`src/rtl/pll_sweep_pkg.sv`:
```
package pll_sweep_pkg;

  localparam int REG_AW = 5;
  localparam int REG_DW = 24;
  localparam int INIT_LEN = 15;

  localparam logic [REG_AW-1:0] REG_INT  = 5'h03;
  localparam logic [REG_AW-1:0] REG_FRAC = 5'h04;

  // write-list index: 0..14 init, 15 integer write, 16 fractional write
  localparam logic [4:0] IDX_INT  = 5'd15;
  localparam logic [4:0] IDX_FRAC = 5'd16;

  typedef enum logic [1:0] {S_IDLE, S_ISSUE, S_WAIT, S_DWELL} seq_state_t;

  typedef struct packed {
    logic [REG_AW-1:0] addr;
    logic [REG_DW-1:0] data;
  } wr_entry_t;

  // power-up write list, order matters
  function automatic wr_entry_t init_entry(input logic [4:0] i);
    wr_entry_t e;
    case (i)
      5'd0:  e = '{5'h00, 24'h000000};
      5'd1:  e = '{5'h00, 24'h0A7975};
      5'd2:  e = '{5'h06, 24'h000002};
      5'd3:  e = '{5'h09, 24'h547FFF};
      5'd4:  e = '{5'h0A, 24'h002046};
      5'd5:  e = '{5'h0B, 24'h07C021};
      5'd6:  e = '{5'h10, 24'h0000B2};
      5'd7:  e = '{5'h11, 24'h080002};
      5'd8:  e = '{5'h12, 24'h000003};
      5'd9:  e = '{5'h05, 24'h000188};
      5'd10: e = '{5'h05, 24'h00A090};
      5'd11: e = '{5'h05, 24'h002898};
      5'd12: e = '{5'h05, 24'h002018};
      5'd13: e = '{5'h05, 24'h001628};
      5'd14: e = '{5'h05, 24'h0060A0};
      default: e = '{5'h00, 24'h000000};
    endcase
    return e;
  endfunction

endpackage

```
`src/rtl/sweep_freq_acc.sv`:
```
module sweep_freq_acc #(
  parameter int INT_W  = 8,
  parameter int FRAC_W = 24
) (
  input  logic              clk,
  input  logic              rst_n,
  input  logic              load,
  input  logic [INT_W-1:0]  start_int,
  input  logic [FRAC_W-1:0] start_frac,
  input  logic [INT_W-1:0]  end_int,
  input  logic [FRAC_W-1:0] end_frac,
  input  logic [FRAC_W-1:0] step_frac,
  input  logic              advance,
  output logic [INT_W-1:0]  cur_int,
  output logic [FRAC_W-1:0] cur_frac
);
  localparam int FW = INT_W + FRAC_W;

  logic [FW-1:0]     lo_q, hi_q, cur_q;
  logic [FRAC_W-1:0] step_q;
  logic              valid_q;

  // step enters the fractional field; carry ripples into the integer field
  function automatic logic [FW-1:0] next_freq(input logic [FW-1:0] cur,
                                              input logic [FRAC_W-1:0] step,
                                              input logic [FW-1:0] lo,
                                              input logic [FW-1:0] hi);
    logic [FW:0] s;
    s = {1'b0, cur} + {{(INT_W+1){1'b0}}, step};
    if (s > {1'b0, hi}) return lo;
    return s[FW-1:0];
  endfunction

  always_ff @(posedge clk or negedge rst_n) begin
    if (!rst_n) begin
      lo_q    <= '0;
      hi_q    <= '0;
      cur_q   <= '0;
      step_q  <= '0;
      valid_q <= 1'b0;
    end else if (load) begin
      lo_q    <= {start_int, start_frac};
      hi_q    <= {end_int, end_frac};
      cur_q   <= {start_int, start_frac};
      step_q  <= step_frac;
      valid_q <= 1'b1;
    end else if (advance) begin
      cur_q <= next_freq(cur_q, step_q, lo_q, hi_q);
    end
  end

  assign cur_int  = cur_q[FW-1:FRAC_W];
  assign cur_frac = cur_q[FRAC_W-1:0];

  // the swept point never leaves the captured band
  a_r8_freq_in_band: assert property (@(posedge clk) disable iff (!rst_n)
    (valid_q && lo_q <= hi_q) |-> (cur_q >= lo_q && cur_q <= hi_q));

endmodule

```
`src/rtl/sweep_dwell_timer.sv`:
```
module sweep_dwell_timer #(
  parameter int DWELL_W = 16
) (
  input  logic               clk,
  input  logic               rst_n,
  input  logic               cfg_load,
  input  logic [DWELL_W-1:0] cfg_len,
  input  logic               start,
  output logic               expire
);
  logic [DWELL_W-1:0] len_q, cnt_q, eff_len;
  logic               busy_q;

  assign eff_len = (len_q == '0) ? DWELL_W'(1) : len_q;
  assign expire  = busy_q && (cnt_q == DWELL_W'(1));

  always_ff @(posedge clk or negedge rst_n) begin
    if (!rst_n) begin
      len_q  <= '0;
      cnt_q  <= '0;
      busy_q <= 1'b0;
    end else if (cfg_load) begin
      len_q  <= cfg_len;
      busy_q <= 1'b0;
    end else if (start) begin
      busy_q <= 1'b1;
      cnt_q  <= eff_len;
    end else if (busy_q) begin
      if (expire) busy_q <= 1'b0;
      else        cnt_q  <= cnt_q - DWELL_W'(1);
    end
  end

  // a started dwell cannot finish in the cycle right after it starts unless it is one cycle long
  a_r6_no_short_dwell: assert property (@(posedge clk) disable iff (!rst_n)
    (start && !cfg_load && eff_len > DWELL_W'(1)) |=> !expire);

endmodule

```
`src/rtl/pll_sweep_seq.sv`:
```
module pll_sweep_seq
  import pll_sweep_pkg::*;
#(
  parameter int INT_W   = 8,
  parameter int DWELL_W = 16
) (
  input  logic               clk,
  input  logic               rst_n,
  input  logic               cfg_load,
  input  logic [INT_W-1:0]   cfg_start_int,
  input  logic [23:0]        cfg_start_frac,
  input  logic [INT_W-1:0]   cfg_end_int,
  input  logic [23:0]        cfg_end_frac,
  input  logic [23:0]        cfg_step_frac,
  input  logic [DWELL_W-1:0] cfg_dwell,
  output logic               wr_req,
  output logic [4:0]         wr_addr,
  output logic [23:0]        wr_data,
  input  logic               wr_done
);
  localparam int FRAC_W = REG_DW;
  localparam int PAD_W  = REG_DW - INT_W;

  seq_state_t        state_q;
  logic [4:0]        idx_q;
  logic [INT_W-1:0]  cur_int;
  logic [FRAC_W-1:0] cur_frac;
  wr_entry_t         init_e;

  // named internal events
  logic write_ack, pair_done, dwell_exp;
  assign write_ack = (state_q == S_WAIT) && wr_done;
  assign pair_done = write_ack && (idx_q == IDX_FRAC);

  sweep_freq_acc #(.INT_W(INT_W), .FRAC_W(FRAC_W)) u_acc (
    .clk(clk), .rst_n(rst_n), .load(cfg_load),
    .start_int(cfg_start_int), .start_frac(cfg_start_frac),
    .end_int(cfg_end_int), .end_frac(cfg_end_frac),
    .step_frac(cfg_step_frac), .advance(dwell_exp),
    .cur_int(cur_int), .cur_frac(cur_frac)
  );

  sweep_dwell_timer #(.DWELL_W(DWELL_W)) u_dwell (
    .clk(clk), .rst_n(rst_n), .cfg_load(cfg_load), .cfg_len(cfg_dwell),
    .start(pair_done), .expire(dwell_exp)
  );

  always_ff @(posedge clk or negedge rst_n) begin
    if (!rst_n) begin
      state_q <= S_IDLE;
      idx_q   <= '0;
    end else if (cfg_load) begin
      state_q <= S_ISSUE;
      idx_q   <= '0;
    end else begin
      case (state_q)
        S_ISSUE: state_q <= S_WAIT;
        S_WAIT: if (wr_done) begin
          if (idx_q == IDX_FRAC) state_q <= S_DWELL;
          else begin
            idx_q   <= idx_q + 5'd1;
            state_q <= S_ISSUE;
          end
        end
        S_DWELL: if (dwell_exp) begin
          idx_q   <= IDX_INT;
          state_q <= S_ISSUE;
        end
        default: state_q <= S_IDLE;
      endcase
    end
  end

  assign init_e = init_entry(idx_q);
  assign wr_req = (state_q == S_ISSUE);

  always_comb begin
    if (idx_q == IDX_INT) begin
      wr_addr = REG_INT;
      wr_data = {{PAD_W{1'b0}}, cur_int};
    end else if (idx_q == IDX_FRAC) begin
      wr_addr = REG_FRAC;
      wr_data = cur_frac;
    end else begin
      wr_addr = init_e.addr;
      wr_data = init_e.data;
    end
  end

  // request is a single-cycle pulse
  a_r4_req_pulse: assert property (@(posedge clk) disable iff (!rst_n)
    wr_req |=> !wr_req);

  // address and data held while the engine works
  a_r4_hold_while_wait: assert property (@(posedge clk) disable iff (!rst_n)
    (state_q == S_WAIT && !wr_done && !cfg_load) |=> ($stable(wr_addr) && $stable(wr_data)));

  // the fractional write follows the integer write at once
  a_r5_frac_after_int: assert property (@(posedge clk) disable iff (!rst_n)
    (write_ack && idx_q == IDX_INT && !cfg_load) |=> (wr_req && wr_addr == REG_FRAC));

  // end of dwell issues the integer write
  a_r6_resume_after_dwell: assert property (@(posedge clk) disable iff (!rst_n)
    (dwell_exp && !cfg_load) |=> (wr_req && wr_addr == REG_INT));

  // nothing is requested before the first configuration
  a_r1_idle_quiet: assert property (@(posedge clk) disable iff (!rst_n)
    (state_q == S_IDLE && !cfg_load) |=> !wr_req);

endmodule

```
`config.mk`:
```
export PLATFORM = sky130hd
export DESIGN_NAME = pll_sweep_seq
export DESIGN_NICKNAME = d
export VERILOG_FILES = /design/src/rtl/pll_sweep_pkg.sv /design/src/rtl/sweep_freq_acc.sv /design/src/rtl/sweep_dwell_timer.sv /design/src/rtl/pll_sweep_seq.sv
export SDC_FILE = /design/constraint.sdc
export NUM_CORES = 1
export LEC_CHECK = 0
export BUFFER_PORTS_ARGS = -buffer_cell sky130_fd_sc_hd__buf_2
export CAP_MARGIN = 20
export CORE_MARGIN = 2
export CORE_UTILIZATION = 45
export CTS_CLUSTER_DIAMETER = 50
export DETAILED_ROUTE_END_ITERATION = 16
export HOLD_SLACK_MARGIN = 0.06
export PLACE_DENSITY = 0.67
export SYNTH_ARGS = -nofsm -noshare
export SYNTH_HDL_FRONTEND = slang
export SYNTH_HIERARCHICAL = 1
export SYNTH_SLANG_ARGS = --single-unit
```
`constraint.sdc`:
```
create_clock -name clk -period 4.7 [get_ports clk]
set_input_delay 0.705 -clock clk [delete_from_list [all_inputs] [get_ports clk]]
set_output_delay 0.705 -clock clk [all_outputs]
set_load 0.03 [all_outputs]
```
==> metrics.cfg <==
[synth]
synth_top_area_share_pct = 39.9
seq_area_frac_synth_pct = 39.9
synth_cell_types = 84
synth-edff-count = 0
synthTopCellsByCount = 160 x dfrtp_1, 97 x o21ai_0, 83 x nand2_1
synth_nets = 1202
synth.ff_latch_count = 160
syn_avg_cell_area_um2 = 9.77
ys_warn_count = 6
synthArstFlopShare_pct = 100
synthTopCellsByArea = dfrtp_1 40%, ha_1 8.4%, mux2_2 7.9%
yosysMostFrequentCell = dfrtp_1
synth_cells = 1026
syn_area_um2 = 10000
synth_flop_cell = dfrtp_1
yosysTopAreaCell = dfrtp_1

[sta]
min_period_ps = 4510
final_max_slew_viol_count = 0
skew_ps = 11.1
hold-worst-slack_ps = 413
worst_slew_pin_slew_ps = 994
hold_viol_final = 0
slew_headroom_pct = 33.7
fin_crit_sh_pct = 95.9
setup_violations = 0
fmax_ghz = 0.222

[route]
wl_per_cell_um = 19.3
antenna_left = 0
drt-initial-drc-count = 641
via_per_inst = 5.83
first_pass_iters = 5
num_vias = 8489
drt_wl_total_um = 28200
drc = 0

[die]
dieArea_um2 = 23500
dieWidth_um = 153
dieHeight_um = 153
io_pins = 138
core_area_um2 = 21800
start_util_pct = 45.9
num_rows = 54

[finish]
nets = 1338
drive_gt1_share_pct = 26.0
fin_area_um2 = 11700
area_growth_pct = 17.1
fill_cells = 1995

[worst_setup_path]
cp-start-kind = flop
r2r-start = u_acc/cur_q[0]
crit_arrival_ps = 4820
rr_endpoint = u_acc/cur_q[31]
path_max_fanout = 7
worstPathCellList = ha_1 -> fa_2 -> a21o_1 -> a221oi_4 -> o211ai_4 -> a31oi_4 -> a211oi_1 -> xor2_1 -> ha_1 -> nand4_1 -> nor4_2 -> buf_4 -> nand2_1 -> a31oi_2 -> o21ai_2 -> buf_4 -> o21ai_2 -> nor2_2 -> a221o_1
endpoint_kind = flop
critPathMaxStageDelay_ps = 420
slowest_stage = a221o_1
path_buf_inv = 2
cp_data_required_time_ps = 5010
worstRegToRegCells = 19
cp_top_family = compound AO/OA/AOI/OAI gates
crit_type = reg2reg
reg2reg_slack_ps = 190

[clock_tree]
cts_root_buffer = clkbuf_16
cts_hold_buffers = 0
htreeDepth = 4
clkTransAtPathRegs_ps = 70
cts_tree = yes
clockBufferDepth = 2
cts_sinks = 160
cts_made_buffers = 17
insertion_delay_ps = 440

[placed_design]
post_dp_cell_area_um2 = 11000
dp_hpwl_um = 20500
gp_congestion = 0.915
port_buffers = 137

[run]
maxCapViolations = 0

[grt]
grt_start_max_net_pins = 109
overflow = 0
grt_usage_pct = 24.1
grt_pass1_wl_um = 45400
grt_pass1_vias = 8451
antenna_found_initial = 1

[hold_path]
hold_class = in2async

[run_status]
outcome = finished, final reports clean

[pwr]
worst_ir_drop_vdd_mv = 0.218
p_leak_nw = 5.43
power.density_nw_per_um2 = 356

[layout make-up]
cell class	instances	area [um^2]	area share, %
clock buffers	17	425	3.62
flip-flops and latches	160	4000	34.1
clock inverters	15	196	1.67
multi-input cells	761	5630	47.9
inverters	58	218	1.86
diodes	1	2.50	0.0213
well taps	280	350	2.99
repair buffers	164	913	7.78
[per-stage QoR]
| stage | power (mW) | utilization (%) | cells | setup TNS [ps] | worst slack [ps] |
|---|---|---|---|---|---|
| floorplan | 2.30 | - | 1026 | 0 | 245 |
| global placement | 2.62 | 50.5 | 1421 | 0 | 126 |
| detailed placement | 2.66 | 50.5 | 1421 | -1100 | -99.9 |
| CTS | 4.16 | 53.3 | 1453 | 0 | 21.4 |
| global route | 4.40 | 53.8 | 1455 | -43.1 | -26.6 |
| finish | 4.18 | 53.8 | 1456 | 0 | 193 |
[worst register-to-register path: stages, from the launching register on]
cell and delay (ps):
dfrtp_1 400, ha_1 230, fa_2 370, a21o_1 200, a221oi_4 340, o211ai_4 160
a31oi_4 300, a211oi_1 130, xor2_1 210, ha_1 320, nand4_1 170, nor4_2 280
buf_4 160, nand2_1 60, a31oi_2 180, o21ai_2 100, buf_4 150, o21ai_2 80
nor2_2 120, a221o_1 420
[state kept, by name, indices dropped and copies added (netlist names)]
register	count
u_acc/cur_q	32
u_acc/hi_q	32
u_acc/lo_q	32
u_acc/step_q	24
u_dwell/cnt_q	16
u_dwell/len_q	16
idx_q	5
state_q	2
u_dwell/busy_q	1
[power by group]
group	leakage, nW	internal (mW)	switching, mW
Combinational	3.18	0.475	0.629
Sequential	1.95	1.49	0.0944
Clock	0.306	0.856	0.637
[logic make-up after synthesis]
kind of cell    share of synthesized area, %
xor+xnor                                2.62
flops                                   39.9
simple gates                            12.9
compound gates                          20.2
fa+ha+maj                               8.56
buf+inv                                 4.75
mux                                     11.0
[timing repair]
action / CTS / global route
pin swaps: 0 / 7
buffers inserted: 0 / 2
resized for setup: 2 / 18
setup endpoints to repair: 31 / 32
hold endpoints to repair: 0 / 0
[worst max-delay path by stage]
stage	startpoint	end	depth (start not counted)
finish	u_acc/cur_q[0]	u_acc/cur_q[31]	19
global route	u_acc/cur_q[5]	u_acc/cur_q[0]	21
CTS	u_acc/cur_q[0]	u_acc/cur_q[24]	18
detailed placement	u_acc/cur_q[0]	u_acc/cur_q[24]	18
global placement	u_acc/cur_q[0]	u_acc/cur_q[24]	18
floorplan	u_acc/cur_q[0]	u_acc/cur_q[3]	18
[layout by cell type (no fill, tap or decap), types with 5 or more instances in the layout]
cell,netlist,routed
and3_1,11,11
a31oi_1,6,5
inv_1,56,56
nor3_1,15,15
o211ai_1,5,5
a21o_1,12,12
nand3b_1,6,6
nor2b_1,10,10
buf_2,5,135
buf_4,0,26
a21oi_1,72,69
xnor2_1,15,14
nor2_1,47,45
a22o_1,7,7
mux2_2,70,70
nand2_1,83,83
nand3_1,18,18
clkbuf_16,0,17
nand4_1,14,14
xor2_1,15,15
dfrtp_1,160,160
mux2i_1,29,29
ha_1,67,66
a21boi_0,5,5
a22oi_1,28,28
o21bai_1,5,5
nand2b_1,12,12
a211oi_1,10,10
o21ai_0,97,93
nor4_1,7,6
a21oi_2,2,5
a221o_1,6,6
[layer usage]
metal  up-vias  GRT usage (%)  share of wire [%]
met5         -              0                  0
met4         0           7.23                2.2
met3        42           4.08                5.6
met2       276           37.8                 46
met1      4135           34.2                 46
li1       4036              -                  -
(Power assumes the default switching activity.)
